### src/rtl/aud_stat_pkg.sv
`timescale 1ns/1ps
package aud_stat_pkg;

    localparam int unsigned REG_W     = 32;
    localparam int unsigned MAX_SLOTS = 8;
    localparam int unsigned IDX_W     = $clog2(MAX_SLOTS);

    localparam logic [7:0] OFS_STAT = 8'h08;
    localparam logic [7:0] OFS_CLR  = 8'h0C;
    localparam logic [7:0] OFS_SET  = 8'h10;
    localparam logic [7:0] OFS_IEN  = 8'h14;
    localparam logic [7:0] OFS_IDIS = 8'h18;
    localparam logic [7:0] OFS_MASK = 8'h1C;

    localparam int unsigned B_RXON   = 0;
    localparam int unsigned B_RXRDY  = 1;
    localparam int unsigned B_RXOVR  = 2;
    localparam int unsigned B_TXON   = 4;
    localparam int unsigned B_TXRDY  = 5;
    localparam int unsigned B_TXUND  = 6;
    localparam int unsigned RXSLOT_LSB = 8;
    localparam int unsigned TXSLOT_LSB = 20;

    localparam logic [REG_W-1:0] IRQ_CAPABLE =
        (REG_W'(1) << B_RXRDY) | (REG_W'(1) << B_RXOVR) |
        (REG_W'(1) << B_TXRDY) | (REG_W'(1) << B_TXUND);

    typedef struct packed {
        logic clr;
        logic set;
        logic ien;
        logic idis;
    } wr_strobe_t;

    typedef enum logic [1:0] {
        RD_ZERO = 2'd0,
        RD_STAT = 2'd1,
        RD_MASK = 2'd2
    } rd_sel_t;

    typedef struct packed {
        logic rx_on;
        logic rx_rdy;
        logic tx_on;
        logic tx_rdy;
    } levels_t;

    typedef struct packed {
        logic                 rx_ovr;
        logic [MAX_SLOTS-1:0] rx_slot;
        logic                 tx_und;
        logic [MAX_SLOTS-1:0] tx_slot;
    } sticky_t;

    function automatic logic [REG_W-1:0] pack_status(levels_t lv, sticky_t st);
        logic [REG_W-1:0] w;
        w = '0;
        w[B_RXON]  = lv.rx_on;
        w[B_RXRDY] = lv.rx_rdy;
        w[B_TXON]  = lv.tx_on;
        w[B_TXRDY] = lv.tx_rdy;
        w[B_RXOVR] = st.rx_ovr;
        w[B_TXUND] = st.tx_und;
        w[RXSLOT_LSB +: MAX_SLOTS] = st.rx_slot;
        w[TXSLOT_LSB +: MAX_SLOTS] = st.tx_slot;
        return w;
    endfunction

    function automatic sticky_t unpack_sticky(logic [REG_W-1:0] w);
        sticky_t s;
        s.rx_ovr  = w[B_RXOVR];
        s.tx_und  = w[B_TXUND];
        s.rx_slot = w[RXSLOT_LSB +: MAX_SLOTS];
        s.tx_slot = w[TXSLOT_LSB +: MAX_SLOTS];
        return s;
    endfunction

endpackage

### src/rtl/aud_reg_decode.sv
`timescale 1ns/1ps
module aud_reg_decode
    import aud_stat_pkg::*;
#(
    parameter int unsigned ADDR_W = 8
) (
    input  logic              wr,
    input  logic [ADDR_W-1:0] addr,
    output wr_strobe_t        stb,
    output rd_sel_t           sel
);

    always_comb begin
        stb      = '0;
        stb.clr  = wr && (addr == ADDR_W'(OFS_CLR));
        stb.set  = wr && (addr == ADDR_W'(OFS_SET));
        stb.ien  = wr && (addr == ADDR_W'(OFS_IEN));
        stb.idis = wr && (addr == ADDR_W'(OFS_IDIS));
    end

    always_comb begin
        if (addr == ADDR_W'(OFS_STAT))
            sel = RD_STAT;
        else if (addr == ADDR_W'(OFS_MASK))
            sel = RD_MASK;
        else
            sel = RD_ZERO;
    end

endmodule

### src/rtl/aud_flag_bit.sv
`timescale 1ns/1ps
module aud_flag_bit (
    input  logic clk,
    input  logic rst,
    input  logic hit,
    input  logic set_req,
    input  logic clr_req,
    output logic q
);

    always_ff @(posedge clk) begin
        if (rst)
            q <= 1'b0;
        else
            q <= hit | set_req | (q & ~clr_req);
    end


    flag_event_wins_chk: assert property (@(posedge clk) disable iff (rst)
        hit |=> q);


    flag_sticky_chk: assert property (@(posedge clk) disable iff (rst)
        (q && !clr_req) |=> q);


    flag_clear_chk: assert property (@(posedge clk) disable iff (rst)
        (clr_req && !hit && !set_req) |=> !q);

endmodule

### src/rtl/aud_sticky_bank.sv
`timescale 1ns/1ps
module aud_sticky_bank
    import aud_stat_pkg::*;
#(
    parameter int unsigned NUM_SLOTS  = 8,
    parameter int unsigned SLOT_SEL_W = 4
) (
    input  logic                  clk,
    input  logic                  rst,
    input  logic                  rx_ovr_ev,
    input  logic [SLOT_SEL_W-1:0] rx_ovr_slot,
    input  logic                  tx_und_ev,
    input  logic [SLOT_SEL_W-1:0] tx_und_slot,
    input  logic                  clr_wr,
    input  logic                  set_wr,
    input  sticky_t               wsel,
    output sticky_t               st
);

    logic [IDX_W-1:0]     rx_idx, tx_idx;
    logic [MAX_SLOTS-1:0] rx_q, tx_q;
    logic                 rx_sum_q, tx_sum_q;

    assign rx_idx = IDX_W'(rx_ovr_slot % SLOT_SEL_W'(MAX_SLOTS));
    assign tx_idx = IDX_W'(tx_und_slot % SLOT_SEL_W'(MAX_SLOTS));

    aud_flag_bit u_rx_sum (
        .clk(clk), .rst(rst), .hit(rx_ovr_ev),
        .set_req(set_wr && wsel.rx_ovr), .clr_req(clr_wr && wsel.rx_ovr),
        .q(rx_sum_q)
    );

    aud_flag_bit u_tx_sum (
        .clk(clk), .rst(rst), .hit(tx_und_ev),
        .set_req(set_wr && wsel.tx_und), .clr_req(clr_wr && wsel.tx_und),
        .q(tx_sum_q)
    );

    for (genvar s = 0; s < MAX_SLOTS; s++) begin : g_slot
        if (s < NUM_SLOTS) begin : g_live
            aud_flag_bit u_rx (
                .clk(clk), .rst(rst),
                .hit(rx_ovr_ev && (rx_idx == IDX_W'(s))),
                .set_req(set_wr && wsel.rx_slot[s]),
                .clr_req(clr_wr && wsel.rx_slot[s]),
                .q(rx_q[s])
            );
            aud_flag_bit u_tx (
                .clk(clk), .rst(rst),
                .hit(tx_und_ev && (tx_idx == IDX_W'(s))),
                .set_req(set_wr && wsel.tx_slot[s]),
                .clr_req(clr_wr && wsel.tx_slot[s]),
                .q(tx_q[s])
            );
        end else begin : g_tied
            assign rx_q[s] = 1'b0;
            assign tx_q[s] = 1'b0;
        end
    end

    always_comb begin
        st.rx_ovr  = rx_sum_q;
        st.rx_slot = rx_q;
        st.tx_und  = tx_sum_q;
        st.tx_slot = tx_q;
    end


    rx_slot_mark_chk: assert property (@(posedge clk) disable iff (rst)
        rx_ovr_ev |=> (rx_sum_q && (32'($past(rx_idx)) >= NUM_SLOTS || rx_q[$past(rx_idx)])));


    tx_slot_mark_chk: assert property (@(posedge clk) disable iff (rst)
        tx_und_ev |=> (tx_sum_q && (32'($past(tx_idx)) >= NUM_SLOTS || tx_q[$past(tx_idx)])));

endmodule

### src/rtl/aud_irq_mask.sv
`timescale 1ns/1ps
module aud_irq_mask
    import aud_stat_pkg::*;
(
    input  logic             clk,
    input  logic             rst,
    input  logic             ien_wr,
    input  logic             idis_wr,
    input  logic [REG_W-1:0] wdata,
    output logic [REG_W-1:0] mask_q
);

    logic [REG_W-1:0] pick;
    assign pick = wdata & IRQ_CAPABLE;

    always_ff @(posedge clk) begin
        if (rst)
            mask_q <= '0;
        else if (ien_wr)
            mask_q <= mask_q | pick;
        else if (idis_wr)
            mask_q <= mask_q & ~pick;
    end


    mask_enable_chk: assert property (@(posedge clk) disable iff (rst)
        ien_wr |=> ((mask_q & $past(pick)) == $past(pick)));


    mask_disable_chk: assert property (@(posedge clk) disable iff (rst)
        (idis_wr && !ien_wr) |=> ((mask_q & $past(wdata)) == '0));


    mask_hold_chk: assert property (@(posedge clk) disable iff (rst)
        (!ien_wr && !idis_wr) |=> $stable(mask_q));


    mask_reset_chk: assert property (@(posedge clk) disable iff (rst)
        $past(rst) |-> (mask_q == '0));

endmodule

### src/rtl/audio_stat_irq.sv
`timescale 1ns/1ps
module audio_stat_irq
    import aud_stat_pkg::*;
#(
    parameter int unsigned ADDR_W     = 8,
    parameter int unsigned NUM_SLOTS  = 8,
    parameter int unsigned SLOT_SEL_W = 4
) (
    input  logic                  clk,
    input  logic                  rst,
    input  logic                  bus_wr,
    input  logic [ADDR_W-1:0]     bus_addr,
    input  logic [REG_W-1:0]      bus_wdata,
    output logic [REG_W-1:0]      bus_rdata,
    input  logic                  rx_on,
    input  logic                  rx_ready,
    input  logic                  tx_on,
    input  logic                  tx_ready,
    input  logic                  rx_ovr_ev,
    input  logic [SLOT_SEL_W-1:0] rx_ovr_slot,
    input  logic                  tx_und_ev,
    input  logic [SLOT_SEL_W-1:0] tx_und_slot,
    output logic                  irq
);

    wr_strobe_t       stb;
    rd_sel_t          sel;
    sticky_t          st;
    sticky_t          wsel;
    levels_t          lv;
    logic [REG_W-1:0] mask_q;
    logic [REG_W-1:0] status_w;

    aud_reg_decode #(.ADDR_W(ADDR_W)) u_dec (
        .wr(bus_wr), .addr(bus_addr), .stb(stb), .sel(sel)
    );

    assign wsel = unpack_sticky(bus_wdata);

    aud_sticky_bank #(.NUM_SLOTS(NUM_SLOTS), .SLOT_SEL_W(SLOT_SEL_W)) u_bank (
        .clk(clk), .rst(rst),
        .rx_ovr_ev(rx_ovr_ev), .rx_ovr_slot(rx_ovr_slot),
        .tx_und_ev(tx_und_ev), .tx_und_slot(tx_und_slot),
        .clr_wr(stb.clr), .set_wr(stb.set), .wsel(wsel), .st(st)
    );

    aud_irq_mask u_mask (
        .clk(clk), .rst(rst), .ien_wr(stb.ien), .idis_wr(stb.idis),
        .wdata(bus_wdata), .mask_q(mask_q)
    );

    always_comb begin
        lv.rx_on  = rx_on;
        lv.rx_rdy = rx_ready;
        lv.tx_on  = tx_on;
        lv.tx_rdy = tx_ready;
    end

    assign status_w = pack_status(lv, st);
    assign irq      = |(status_w & mask_q);

    always_comb begin
        unique case (sel)
            RD_STAT: bus_rdata = status_w;
            RD_MASK: bus_rdata = mask_q;
            default: bus_rdata = '0;
        endcase
    end


    stat_write_ignored_chk: assert property (@(posedge clk) disable iff (rst)
        (bus_wr && bus_addr == ADDR_W'(OFS_STAT) && !rx_ovr_ev && !tx_und_ev) |=> $stable(st));


    mask_write_ignored_chk: assert property (@(posedge clk) disable iff (rst)
        (bus_wr && bus_addr == ADDR_W'(OFS_MASK)) |=> $stable(mask_q));

endmodule

### config.mk
export PLATFORM = sky130hd
export DESIGN_NAME = audio_stat_irq
export DESIGN_NICKNAME = d
export VERILOG_FILES = /design/src/rtl/aud_stat_pkg.sv /design/src/rtl/aud_reg_decode.sv /design/src/rtl/aud_flag_bit.sv /design/src/rtl/aud_sticky_bank.sv /design/src/rtl/aud_irq_mask.sv /design/src/rtl/audio_stat_irq.sv
export SDC_FILE = /design/constraint.sdc
export NUM_CORES = 1
export LEC_CHECK = 0
export ABC_AREA = 1
export BUFFER_PORTS_ARGS = -buffer_cell sky130_fd_sc_hd__buf_2
export CAP_MARGIN = 20
export CORE_MARGIN = 5
export CORE_UTILIZATION = 39
export DETAILED_ROUTE_END_ITERATION = 8
export HOLD_SLACK_MARGIN = 0.1
export PLACE_DENSITY = 0.78
export RECOVER_POWER = 25
export SLEW_MARGIN = 20
export SYNTH_ARGS = -nofsm -noshare
export SYNTH_HDL_FRONTEND = slang
export SYNTH_SLANG_ARGS = --single-unit
### constraint.sdc
create_clock -name clk -period 1.1 [get_ports clk]
set_input_delay 0.22 -clock clk [delete_from_list [all_inputs] [get_ports clk]]
set_output_delay 0.22 -clock clk [all_outputs]
set_load 0.05 [all_outputs]
==> impl_metrics.json <==
{
  "hold_class": "primary input to flip-flop",
  "grt_max_degree": 23,
  "htreeDepth": 1,
  "place_congestion": 0.812,
  "dp.cells": 375,
  "setup_tns_ns": -12.43,
  "p_total_mw": 1.85,
  "die_area_mm2": 0.00514,
  "fillers": 282,
  "grt.overflow.total": 0,
  "cp_cell_sequence": "buf_6, nor2_4, buf_6, nand3b_4, nand3b_1, buf_6, o22ai_4, buf_6",
  "die-width_um": 71.7,
  "ant_nets": 0,
  "cp_max_fo": 4,
  "grt_pass1_wl_mm": 7.69,
  "finalSetupViolCount": 45,
  "ys_seq_elements": 22,
  "hold_viol": 0,
  "worstRegToRegCells": 4,
  "powerDensity_mw_per_mm2": 698,
  "fin_worst_skew_ns": 0,
  "run_status": "finished, violations left",
  "insertion_delay_ns": 0.26,
  "dp_hpwl_mm": 3.17,
  "finalCritPeriodShare": 1.38,
  "yosys_warnings": 0,
  "rows": 22,
  "vias": 1850,
  "report.final.slew_viol_count": 0,
  "worst-setup-path-type": "primary input to output port",
  "ctsLongestPathBuffers": 2,
  "end_kind": "output port",
  "vias_per_cell": 4.71,
  "crit_start": "bus_addr[6]",
  "path_clk_slew_ns": 0.08,
  "root_buffer": "clkbuf_8",
  "cts_sinks": 22,
  "io_buffers": 65,
  "synth.distinct_cells": 19,
  "grt_pass1_vias": 1712,
  "multiInputGateArea_mm2": 0.00107,
  "ys_top_cells_by_area": "dfxtp_1 30%, nand2_1 18%, nor2_1 17%, inv_1 9.9%, a21oi_1 7.1%",
  "cts_made_buffers": 3,
  "crit_family": "buffers and inverters",
  "cp_num_cells": 8,
  "synth_top_area_share": 0.297,
  "first_iter_violations": 116,
  "drc": 0,
  "synth_edf_count": 0,
  "drt_wl_total_mm": 5.34,
  "dr.pass1.iters": 4,
  "drv_cap": 0,
  "post-route-min-period_ns": 1.52,
  "worstPathArrival_ns": 1.30,
  "netlist_area_mm2": 0.00148,
  "crit_buf_inv": 4,
  "rsz0062_at_grt": "yes",
  "start_util": 0.405,
  "setup_ws_ns": -0.420,
  "place_ws_ns": -0.456,
  "antenna_found_initial": 0,
  "cts_tree": "done",
  "synthCells": 255,
  "n_antenna_cell": 0,
  "avgSynthCellArea_um2": 5.82,
  "drive_gt1_frac": 0.429,
  "regArea_um2": 443,
  "reg2reg_from": "u_bank.u_rx_sum.q",
  "start_kind": "primary input",
  "reg2reg_slack_ns": 0.30,
  "final_nets": 403,
  "cp.required_ns": 0.88,
  "synth.largest_area_cell": "dfxtp_1",
  "grt_usage": 0.185,
  "die-height_um": 71.7,
  "worst_path_max_delay_cell": "nand3b_1",
  "yosys-top-cells-count": "70 x nand2_1, 66 x nor2_1, 39 x inv_1, 22 x dfxtp_1, 21 x a21oi_1",
  "wl_per_cell_um": 13.6,
  "area_delta_synth_final_pct": 78.7,
  "whs_ns": 0.220,
  "ys.flop_type": "dfxtp_1",
  "leakagePower_nw": 1.22,
  "crit_path_end": "bus_rdata[2]",
  "vdd_drop_max_uv": 568,
  "synth.most_common_cell": "nand2_1",
  "fp.coreArea_mm2": 0.00366,
  "fin_cells": 393,
  "synthArstFlopShare": 0,
  "slowest_delay_ns": 0.21,
  "crit_top_cell": "buf_6",
  "violations": "setup timing",
  "ios": 90,
  "yosysSeqAreaShare": 0.297,
  "r2r_end": "u_bank.u_rx_sum.q",
  "fmax_mhz": 658
}
==> cells in the final DEF (no fill, tap or decap), types with 3 or more instances in the layout <==
cell	Yosys	final
nand2_1	70	65
nor2_1	66	44
inv_1	39	35
buf_2	0	35
buf_6	2	31
nor2_4	4	25
dfxtp_1	22	20
a21oi_1	21	18
buf_4	10	13
conb_1	1	10
buf_8	0	8
a21oi_2	2	5
nand2_2	0	5
inv_2	0	4
o22ai_4	0	4
clkbuf_8	0	4
buf_12	0	3
==> power by group <==
part,internal [mW],switching [mW]
Clock,0.319,0.263
Combinational,0.160,0.278
Sequential,0.823,0.00856
==> timing repair <==
action,CTS,global route
setup buffers,7,2
gates cloned,2,3
pin swaps,9,9
endpoints found under the setup margin,23,45
resized for setup,80,19
hold buffers,0,0
==> worst reg2reg max path, cell delays in order, from the launching register on <==
cell and delay, ns:
dfxtp_1 0.37, inv_1 0.09, a21oi_1 0.15, nor2_1 0.06, nor2_1 0.07
==> metal layers <==
metal / share of wire / global-route usage / wire length [µm] / vias up
met5: 0 / 0 / 0 / -
met4: 0.012 / 0.0355 / 66 / 0
met3: 0.058 / 0.0309 / 310 / 8
met2: 0.56 / 0.369 / 2990 / 63
met1: 0.37 / 0.201 / 1970 / 852
li1: - / - / - / 927
==> worst min-delay path by stage <==
stage,depth (start not counted),startpoint,slack [ns],to
3_3_place_gp,2,flip-flop,0.45,flip-flop
2_1_floorplan,1,rst,0.29,flip-flop
4_1_cts,3,bus_wdata[5],0.21,flip-flop
6_report,3,bus_wdata[5],0.22,flip-flop
3_5_place_dp,2,flip-flop,0.45,flip-flop
5_1_grt,3,bus_wdata[5],0.24,flip-flop
==> area by class of cell <==
type	count	area share
multi-input cells	187	0.403
repair buffers	93	0.332
inverters	39	0.0552
well taps	48	0.0227
flip-flops and latches	22	0.167
clock buffers	4	0.0208
==> kinds of logic after synthesis <==
kind of cell,synth area share
AND/OR/NAND/NOR,0.419
buffers and inverters,0.175
AO/OA/AOI/OAI,0.107
flip-flops,0.297
other,0.00253
==> metrics by stage <==
step           utilization  area, µm²
6_report             0.724       2650
5_1_grt              0.724       2650
4_1_cts              0.683       2500
3_5_place_dp         0.573       2100
3_3_place_gp         0.573       2100
2_1_floorplan            -       1720
No activity file was read; power rests on OpenSTA's default activity.
